$ cat src/rtl/pos_pkg.sv
package pos_pkg;
    localparam int CLK_PINS      = 2;
    localparam int DEF_HOLD      = 8;
    localparam int DEF_PULSE     = 128;

    typedef struct packed {
        logic [CLK_PINS-1:0] clk_oe;
        logic                sda_oe;
    } fixed_oe_t;
endpackage

$ cat src/rtl/pos_cond_sync.sv
module pos_cond_sync #(
    parameter int HOLD = 8
) (
    input  logic clk,
    input  logic cond_i,
    output logic rst_n_o
);
    localparam int CW = $clog2(HOLD + 1);
    localparam logic [CW-1:0] HOLD_V = CW'(HOLD);

    typedef struct packed {
        logic [1:0]    sync;
        logic [CW-1:0] hold;
        logic          rel;
    } st_t;

    st_t st_d, st_q;

    always_comb begin
        st_d      = st_q;
        st_d.sync = {st_q.sync[0], 1'b1};
        if (st_q.sync[1] && (st_q.hold != HOLD_V)) begin
            st_d.hold = st_q.hold + 1'b1;
        end
        st_d.rel  = (st_q.hold == HOLD_V);
    end

    always_ff @(posedge clk or posedge cond_i) begin
        if (cond_i) begin
            st_q <= '0;
        end else begin
            st_q <= st_d;
        end
    end

    assign rst_n_o = st_q.rel;
endmodule

$ cat src/rtl/pos_pulse_timer.sv
module pos_pulse_timer #(
    parameter int PULSE = 128
) (
    input  logic clk,
    input  logic rst_int_n_i,
    output logic rst_ext_n_o
);
    localparam int CW = (PULSE > 2) ? $clog2(PULSE) : 1;
    localparam logic [CW-1:0] LAST_V = CW'(PULSE - 1);

    typedef struct packed {
        logic [CW-1:0] cnt;
        logic          done;
    } st_t;

    st_t st_d, st_q;

    always_comb begin
        st_d = st_q;
        if (!st_q.done) begin
            st_d.cnt = st_q.cnt + 1'b1;
        end
        st_d.done = st_q.done | (st_q.cnt == LAST_V);
    end

    always_ff @(posedge clk or negedge rst_int_n_i) begin
        if (!rst_int_n_i) begin
            st_q <= '0;
        end else begin
            st_q <= st_d;
        end
    end

    assign rst_ext_n_o = st_q.done;
endmodule

$ cat src/rtl/pos_oe_ctrl.sv
module pos_oe_ctrl
    import pos_pkg::*;
#(
    parameter int N_GRP = 6
) (
    input  logic             clk,
    input  logic             rst_int_n_i,
    input  logic             wr_i,
    input  logic [N_GRP-1:0] data_i,
    output fixed_oe_t        fixed_oe_o,
    output logic [N_GRP-1:0] grp_oe_o
);
    typedef struct packed {
        logic [N_GRP-1:0] prog;
    } st_t;

    st_t st_d, st_q;

    always_comb begin
        st_d = st_q;
        if (wr_i) begin
            st_d.prog = data_i;
        end
    end

    always_ff @(posedge clk or negedge rst_int_n_i) begin
        if (!rst_int_n_i) begin
            st_q <= '0;
        end else begin
            st_q <= st_d;
        end
    end

    always_comb begin
        fixed_oe_o.clk_oe = {CLK_PINS{rst_int_n_i}};
        fixed_oe_o.sda_oe = rst_int_n_i;
        grp_oe_o          = st_q.prog & {N_GRP{rst_int_n_i}};
    end
endmodule

$ cat src/rtl/pos_sequencer.sv
module pos_sequencer
    import pos_pkg::*;
#(
    parameter int N_GRP = 6,
    parameter int HOLD  = DEF_HOLD,
    parameter int PULSE = DEF_PULSE
) (
    input  logic                clk,
    input  logic                clk_alive_i,
    input  logic                supply_ok_i,
    input  logic                chip_en_i,
    input  logic                prog_wr_i,
    input  logic [N_GRP-1:0]    prog_data_i,
    output logic                rst_int_n_o,
    output logic                rst_ext_n_o,
    output logic [CLK_PINS-1:0] clk_oe_o,
    output logic                sda_oe_o,
    output logic [N_GRP-1:0]    grp_oe_o
);
    logic      cond_async;
    logic      rst_int_n;
    fixed_oe_t fixed_oe;

    assign cond_async = !clk_alive_i || !supply_ok_i || !chip_en_i;

    pos_cond_sync #(.HOLD(HOLD)) u_sync (
        .clk     (clk),
        .cond_i  (cond_async),
        .rst_n_o (rst_int_n)
    );

    pos_pulse_timer #(.PULSE(PULSE)) u_pulse (
        .clk         (clk),
        .rst_int_n_i (rst_int_n),
        .rst_ext_n_o (rst_ext_n_o)
    );

    pos_oe_ctrl #(.N_GRP(N_GRP)) u_oe (
        .clk         (clk),
        .rst_int_n_i (rst_int_n),
        .wr_i        (prog_wr_i),
        .data_i      (prog_data_i),
        .fixed_oe_o  (fixed_oe),
        .grp_oe_o    (grp_oe_o)
    );

    assign rst_int_n_o = rst_int_n;
    assign clk_oe_o    = fixed_oe.clk_oe;
    assign sda_oe_o    = fixed_oe.sda_oe;
endmodule

$ cat config.mk
export PLATFORM = sky130hd
export DESIGN_NAME = pos_sequencer
export DESIGN_NICKNAME = d
export VERILOG_FILES = /design/src/rtl/pos_pkg.sv /design/src/rtl/pos_cond_sync.sv /design/src/rtl/pos_pulse_timer.sv /design/src/rtl/pos_oe_ctrl.sv /design/src/rtl/pos_sequencer.sv
export SDC_FILE = /design/constraint.sdc
export NUM_CORES = 1
export LEC_CHECK = 0
export ABC_AREA = 1
export BUFFER_PORTS_ARGS = -buffer_cell sky130_fd_sc_hd__buf_2
export CORE_MARGIN = 2
export CORE_UTILIZATION = 51
export CTS_CLUSTER_DIAMETER = 80
export DETAILED_ROUTE_END_ITERATION = 16
export PLACE_DENSITY = 0.76
export SYNTH_ARGS = -nofsm -noshare
export SYNTH_HDL_FRONTEND = slang
export SYNTH_SLANG_ARGS = --single-unit
$ cat constraint.sdc
create_clock -name clk -period 1.6 [get_ports clk]
set_input_delay 0.32 -clock clk [delete_from_list [all_inputs] [get_ports clk]]
set_output_delay 0.32 -clock clk [all_outputs]
set_load 0.03 [all_outputs]
======== After elaboration in Yosys (flattened, before gate mapping) ========
Cells that the tools add are included.
word-level totals
  bits in registers ....................... 21
  bits in latches ......................... 0
  RAM bits ................................ 0
  ROM bits ................................ 0
  bits of input ports ..................... 11
  output and inout port bits .............. 11
  logic and storage cells ................. 19
  memories ................................ 0
operators by class
  add/sub/neg operators ................... 2
  $mul .................................... 0
  div/mod/pow operators ................... 0
  order comparisons ....................... 0
  eq/ne operators ......................... 3
  shift-type cells ........................ 0
  multiplexer cells ....................... 0
  bitwise logic cells ..................... 2
  reduce and logical (&&, ||, !) cells .... 6
operators with widths
  kind                   count
  $add A7 B1 Y7 const B  1
  $eq A7 B7 Y1 const B   1
  $and A6 B6 Y6          1
  $add A4 B1 Y4 const B  1
  $eq A4 B4 Y1 const B   1
  $ne A4 B4 Y1 const B   1
  $logic_not A1 Y1       3
  $logic_or A1 B1 Y1     2
  $logic_and A1 B1 Y1    1
  $or A1 B1 Y1           1

======== Longest topological paths before layout ========
Gate-level depths: netlist (run 1).
  word-level depth ........................ 3
  gate-level depth with buffers ........... 6
  depth with buffers taken out ............ 6

======== By module ========
From an unflattened synthesis (run 1), not the netlist that was laid out.
second synthesis, totals
  cells, all modules ...................... 129
  area total of the unflattened synthesis .. 1009.7 um2
modules (own cells, without submodules)
  module           times used  cells an instance  area an instance (um2)  seq. area each (um2)
  pos_pulse_timer  1           51                 396.6                   200.2
  pos_cond_sync    1           37                 319.1                   175.2
  pos_oe_ctrl      1           40                 289.0                   150.1
  pos_sequencer    1           1                  5.0                     0.0

======== Worst setup path before layout (run 1) ========
Ideal clock, no wire load.
  path type ............................... reg2out
  from .................................... register u_sync.st_q, in the netlist u_sync.rst_n_o
  to ...................................... output port grp_oe_o[5]
  arrival time ............................ 1.238 ns
  required time ........................... 1.280 ns
  path slack .............................. 0.042 ns
  cell stages (with the launch flop) ...... 3
  path buffers ............................ 0
  path through ............................ dfrtp_1 nand2_1 inv_1
on the way
  word-level cells in the longest chain between the ends .. 1
ends and longest elaborated chain
  what                      line                 text
  start: declaration        pos_cond_sync.sv:17  st_t st_d, st_q;
  start signal: assignment  pos_cond_sync.sv:32  st_q <= st_d;
  $and A6 B6 Y6             pos_oe_ctrl.sv:37    grp_oe_o = st_q.prog & {N_GRP{rst_int_n_i}};
  end: declaration          pos_sequencer.sv:18  output logic [N_GRP-1:0] grp_oe_o
Every way passes these cells.

======== Worst setup path after layout (run 1) ========
Ends and elaborated chain as after synthesis.

==> impl_metrics.csv, run 1 <==
group,metric,value,unit
cts,clk_latency,300,ps
sta,fmax,673,MHz
sta,fin_worst_skew,7.34,ps
placed_design,gp_congestion,0.707,
critical_path,startpoint_type,"flop",
placed_design,place_area,1090,um2
logic_synthesis,synth_edf_count,0,
cells_and_area,design_area,1140,um2
cts,clkTransAtPathRegs,120,ps
cells_and_area,final-seq-area,527,um2
floorplan,die_x,47.4,um
hold_path,min_path_type,"in2async",
sta,drv_slew,0,
logic_synthesis,ys_ff_latch,21,
logic_synthesis,async_flop_share,1.00,
logic_synthesis,yosysTopAreaCell,"dfrtp_1",
cts,cts_sinks,21,
critical_path,crit_type,"reg2out",
critical_path,critPathCaptureType,"primary output",
cts,numCtsBuffers,3,
cells_and_area,fillCellCount,151,
detailed_routing,ant_nets,0,
placed_design,io_buffers,21,
cells_and_area,drive_gt1_frac,0.347,
sta,fin_worst_hold_slack,-1.19,ps
critical_path,worstPathRequired,1280,ps
detailed_routing,vias,688,
pwr,power_frac_clock,0.177,
outcome,outcome,"finished, violations left",
pwr,power_leakage,0.690,nW
floorplan,core-area,1750,um2
cts,clockRootBuffer,"clkbuf_4",
logic_synthesis,syn-cell-area,962,um2
sta,rsz0062_at_grt,"no",
critical_path,crit_fanout,7,
run,max_cap_viol_count,0,
cells_and_area,nets,139,
global_route,grt_max_degree,13,
pwr,power_density,1250,nW/um2
floorplan,die-height,47.4,um
sta,worst_slack,114,ps
sta,setup_tns,0,ps
outcome,violations,"hold timing",
global_route,antenna_found_initial,0,
cells_and_area,fin_util,0.652,
pwr,seq_power_share,0.478,
global_route,grt_pass1_wl,2370,um
critical_path,cp.arrival,1170,ps
detailed_routing,drc,0,
detailed_routing,first_iter_violations,4,
cells_and_area,diodes,0,
global_route,gr-usage-all-layers,0.155,
logic_synthesis,syn-mean-instance-area,9.82,um2
cts,cts_tree,"yes",
logic_synthesis,synth_cells,98,
sta,finalSetupViolations,0,
logic_synthesis,syn_nets,112,
pwr,p_comb_frac,0.345,
sta,period_share,0.929,
floorplan,fp.dieArea,2250,um2
cts,h-tree-depth,1,
cells_and_area,multi_input_area,342,um2
pwr,p_int,892,uW
detailed_routing,drt-pass1-iter-count,4,
placed_design,dp_hpwl,1180,um
global_route,grt_pass1_vias,584,
pwr,peakVddDrop,0.865,mV
cts,cts_hold_buf,0,
logic_synthesis,synth.top_cells.by_count,"21 x dfrtp_1, 21 x nand2_1, 17 x inv_1",
placed_design,place_ws,328,ps
logic_synthesis,synthFlopType,"dfrtp_1",
floorplan,rows,15,
logic_synthesis,synth_area_leaders,"dfrtp_1 55%, nand2_1 8.2%, mux2_2 7.0%, inv_1 6.6%, ha_1 3.9%",
cts,cts.path.max_buffers,2,
cells_and_area,syn_to_final_growth,18.2,%
pwr,total_power,1.42,mW
logic_synthesis,yosys_warnings,0,
detailed_routing,wl,1560,um
logic_synthesis,yosysTopAreaCellShare,0.546,
sta,min_period,1490,ps
floorplan,start_util,0.551,
critical_path,timing.rr.start,"u_pulse.st_q[1]",
global_route,overflow,0,
logic_synthesis,ys_seq_area_frac,0.546,
critical_path,critPathLaunch,"u_sync.rst_n_o",
pwr,swShare,0.371,
detailed_routing,wl_per_cell,10.5,um
logic_synthesis,synth_cell_type_count,19,
detailed_routing,via_per_inst,4.62,
sta,hold_viol_final,1,
pwr,netSwitchingPower,527,uW
floorplan,io_pins,22,
==> power groups by stage <==
| stage | clock network, mW | logic [mW] | registers, mW |
|---|---|---|---|
| 2_1_floorplan | 0 | 0.315 | 0.723 |
| 3_3_place_gp | 0 | 0.441 | 0.687 |
| 3_5_place_dp | 0 | 0.456 | 0.690 |
| 4_1_cts | 0.261 | 0.457 | 0.684 |
| 5_1_grt | 0.281 | 0.550 | 0.687 |
| 6_report | 0.251 | 0.490 | 0.677 |
==> cell usage in the layout, fill, tap and decap left out, types with 2 or more instances in the layout <==
cell type  instances
xnor2_1            3
nand2_2            2
clkbuf_4           3
inv_1             17
nand4_1            3
dfrtp_1           20
mux2_2             6
xor2_1             3
buf_4              5
nor2_2             2
ha_1               3
buf_2             21
nor2_1             3
nand2_1           21
nand3_1            5
==> critical path, cell delays in order, from the launching register on <==
cell     delay, ps
dfrtp_2        450
buf_4          170
nand2_1         60
inv_1           30
buf_2          160
==> layer usage <==
layer / part of all wire / global-route usage
met1: 0.47 / 0.202
met2: 0.47 / 0.241
met3: 0.057 / 0.0340
met4: 0.0090 / 0.0833
met5: 0 / 0
==> stage by stage <==
stage               hold WS (ps)  instances
finish                     -1.19        149
global route                18.8        149
CTS                         3.00        146
detailed placement          98.4        142
global placement            89.8        142
floorplan                    231         98
==> logic make-up after synthesis <==
| logic type | share of synthesized area |
|---|---|
| other cells | 0.00390 |
| fa+ha+maj | 0.0390 |
| xor+xnor | 0.0546 |
| compound gates | 0.00520 |
| buf+inv | 0.0988 |
| mux | 0.0702 |
| simple gates | 0.182 |
| flops | 0.546 |
==> state kept, by name, summed over array words and instances (netlist names) <==
| signal | count |
|---|---|
| u_pulse.st_q | 7 |
| u_sync.st_q | 5 |
| u_pulse.rst_ext_n_o | 1 |
| u_oe.st_q | 6 |
| u_sync.st_d | 1 |
| u_sync.rst_n_o | 1 |
==> timing repair <==
action | CTS | global route
pin swaps | 0 | 0
setup buffers | 0 | 3
endpoints found under the setup margin | 6 | 3
gates resized for setup | 1 | 0
==> area by class of cell <==
type                    count  area share
clock buffers               3      0.0198
flip-flops and latches     21       0.463
well taps                  25      0.0275
clock inverters             1     0.00440
repair buffers             26       0.125
inverters                  18      0.0594
multi-input cells          55       0.300
==> worst paths after layout <==
kind | endpoint | slack [ps] | cells past startpoint
min in group clk | u_oe.st_q[3] | 240 | 2
worst max register to register | u_pulse.st_q[7] | 470 | 6
worst min-delay path | u_sync.st_q[1] | -1 | 2
max in group asynchronous | u_pulse.st_q[1] | 1220 | 1
worst min register to register | u_oe.st_q[2] | 200 | 1
worst max-delay path | grp_oe_o[5] | 110 | 4
No activity file was read; power rests on OpenSTA's default activity.
==> run 2: changes to the inputs <==
--- a/config.mk
+++ b/config.mk
@@ -8,10 +8,10 @@
 export ABC_AREA = 1
 export BUFFER_PORTS_ARGS = -buffer_cell sky130_fd_sc_hd__buf_2
 export CORE_MARGIN = 2
-export CORE_UTILIZATION = 51
+export CORE_UTILIZATION = 55
 export CTS_CLUSTER_DIAMETER = 80
 export DETAILED_ROUTE_END_ITERATION = 16
-export PLACE_DENSITY = 0.76
+export PLACE_DENSITY = 0.81
 export SYNTH_ARGS = -nofsm -noshare
 export SYNTH_HDL_FRONTEND = slang
 export SYNTH_SLANG_ARGS = --single-unit
==> constraint.sdc (replaced) <==
create_clock -name clk -period 1.86 [get_ports clk]
set_input_delay 0.372 -clock clk [delete_from_list [all_inputs] [get_ports clk]]
set_output_delay 0.372 -clock clk [all_outputs]
set_load 0.03 [all_outputs]
==> run 2 against run 1 <==
Effect of this change: the run now ends clean; register-to-register slack better by 280 ps; worst hold slack improved by 63 ps; total power decreased by 17%; die area fell by 6.7%; critical endpoint is now grp_oe_o[0]; largest cell class unchanged; largest power group unchanged; highest routed layer unchanged.
==> impl_metrics.csv, run 2 (synthesized netlist as in run 1, its figures left out) <==
group,metric,value,unit
outcome,outcome,"complete, no violations",
detailed_routing,first_iter_violations,10,
placed_design,dp_hpwl,1210,um
global_route,gr-usage-all-layers,0.173,
cells_and_area,top_regs,"u_pulse.st_q: 7 flops, u_oe.st_q: 6 flops, u_sync.st_q: 5 flops",
floorplan,start_util,0.570,
critical_path,r2r_slack,750,ps
cts,clkTransAtPathRegs,110,ps
critical_path,startpoint_type,"flop",
detailed_routing,drt-pass1-iter-count,4,
detailed_routing,wl_met3,55,um
floorplan,die_x,45.8,um
cells_and_area,design_area,1100,um2
detailed_routing,via_per_inst,4.90,
critical_path,worstPathRequired,1490,ps
detailed_routing,drt-met1-wl,664,um
cts,cts_tree,"yes",
detailed_routing,wl_per_cell,11.1,um
global_route,grt_pass1_wl,2590,um
cts,cts_hold_buf,0,
cts,cts.path.max_buffers,2,
cells_and_area,diodes,0,
placed_design,io_buffers,21,
sta,rsz0062_at_grt,"no",
detailed_routing,wl_met2,789,um
floorplan,rows,15,
detailed_routing,wl,1520,um
critical_path,cp.arrival,1200,ps
floorplan,io_pins,22,
critical_path,reg2regPathDepth,6,
global_route,grt_pass1_vias,630,
sta,setup_tns,0,ps
pwr,power_leakage,0.666,nW
sta,period_share,0.845,
detailed_routing,ant_nets,0,
sta,fin_worst_skew,8.14,ps
sta,drv_slew,0,
floorplan,core-area,1690,um2
hold_path,min_path_type,"in2async",
sta,fmax,636,MHz
critical_path,critPathCaptureType,"primary output",
sta,hold_viol_final,0,
cts,numCtsBuffers,3,
floorplan,die-height,45.8,um
placed_design,dp_cells,133,
cells_and_area,syn_to_final_growth,13.9,%
critical_path,r2r-end,"u_pulse.st_q[7]",
cts,clk_latency,290,ps
detailed_routing,vias,671,
cts,post_cts_buffers,0,
run,max_cap_viol_count,0,
placed_design,place_area,1070,um2
critical_path,crit_type,"reg2out",
detailed_routing,highest_layer,"met4",
pwr,peakVddDrop,0.570,mV
pwr,power_density,1070,nW/um2
critical_path,crit_fanout,18,
cts,cts_resized,0,
critical_path,timing.rr.start,"u_pulse.st_q[1]",
cts,clockRootBuffer,"clkbuf_4",
cells_and_area,largest_register_ffs,7,
cells_and_area,drive_gt1_frac,0.317,
cells_and_area,final_cell_mix,"21 x nand2_1, 21 x buf_2, 20 x dfrtp_1, 17 x inv_1, 6 x mux2_2",
sta,min_period,1570,ps
global_route,antenna_found_initial,0,
global_route,grt_max_degree,19,
global_route,overflow,0,
cts,h-tree-depth,1,
cells_and_area,instances_no_fill,137,
cells_and_area,nets,135,
placed_design,gp_congestion,0.837,
sta,finalSetupViolations,0,
cells_and_area,largest-register,"u_pulse.st_q",
cts,cts_sinks,21,
floorplan,fp.dieArea,2100,um2
detailed_routing,drc,0,
## run 2: cell count changes in the layout (fill, tap and decap cells not counted)
cell      previous run  this run
clkbuf_1             0         1
buf_4                5         1
clkinv_2             1         0
## run 2: power by group
group          internal (mW)  total (mW)  switching (mW)
Sequential             0.521       0.604          0.0827
Combinational          0.133       0.356           0.223
Clock                 0.0833       0.212           0.128
Total                  0.737        1.17           0.435
## run 2: metrics by stage
step           hold WS, ps  setup slack, ps  utilization  total power, mW
6_report              61.5              288        0.649             1.17
5_1_grt               82.4              161        0.649             1.26
3_5_place_dp           225              440        0.633            0.976
2_1_floorplan          283              250            -            0.893
3_3_place_gp           212              475        0.633            0.957
4_1_cts               62.3             92.9        0.648             1.19
## run 2: worst max-delay path by stage
stage,startpoint,to,slack [ps],cells past startpoint
final,u_sync.rst_n_o,grp_oe_o[0],290,3
after CTS,u_sync.rst_n_o,grp_oe_o[1],90,3
after global routing,u_sync.rst_n_o,grp_oe_o[2],160,3
after global placement,u_sync.rst_n_o,grp_oe_o[0],470,3
after floorplan,u_sync.rst_n_o,grp_oe_o[5],250,2
after detailed placement,u_sync.rst_n_o,grp_oe_o[1],440,3
## run 2: critical path: stages (launching register included)
cell     delay [ps]
dfrtp_2         560
nand2_1         100
inv_1            60
buf_2           180
## run 2: layout make-up
class	instances	area, um2
Fill cell	134	593
Sequential cell	21	527
Multi-Input combinational cell	55	342
Tap cell	17	21.3
Timing Repair Buffer	22	113
Clock buffer	4	26.3
Inverter	18	67.6
## run 2: metal layers
layer	global-route usage	vias up
met1	0.203	316
met3	0.0357	2
met5	0	-
met4	0.0686	0
li1	-	338
met2	0.307	15
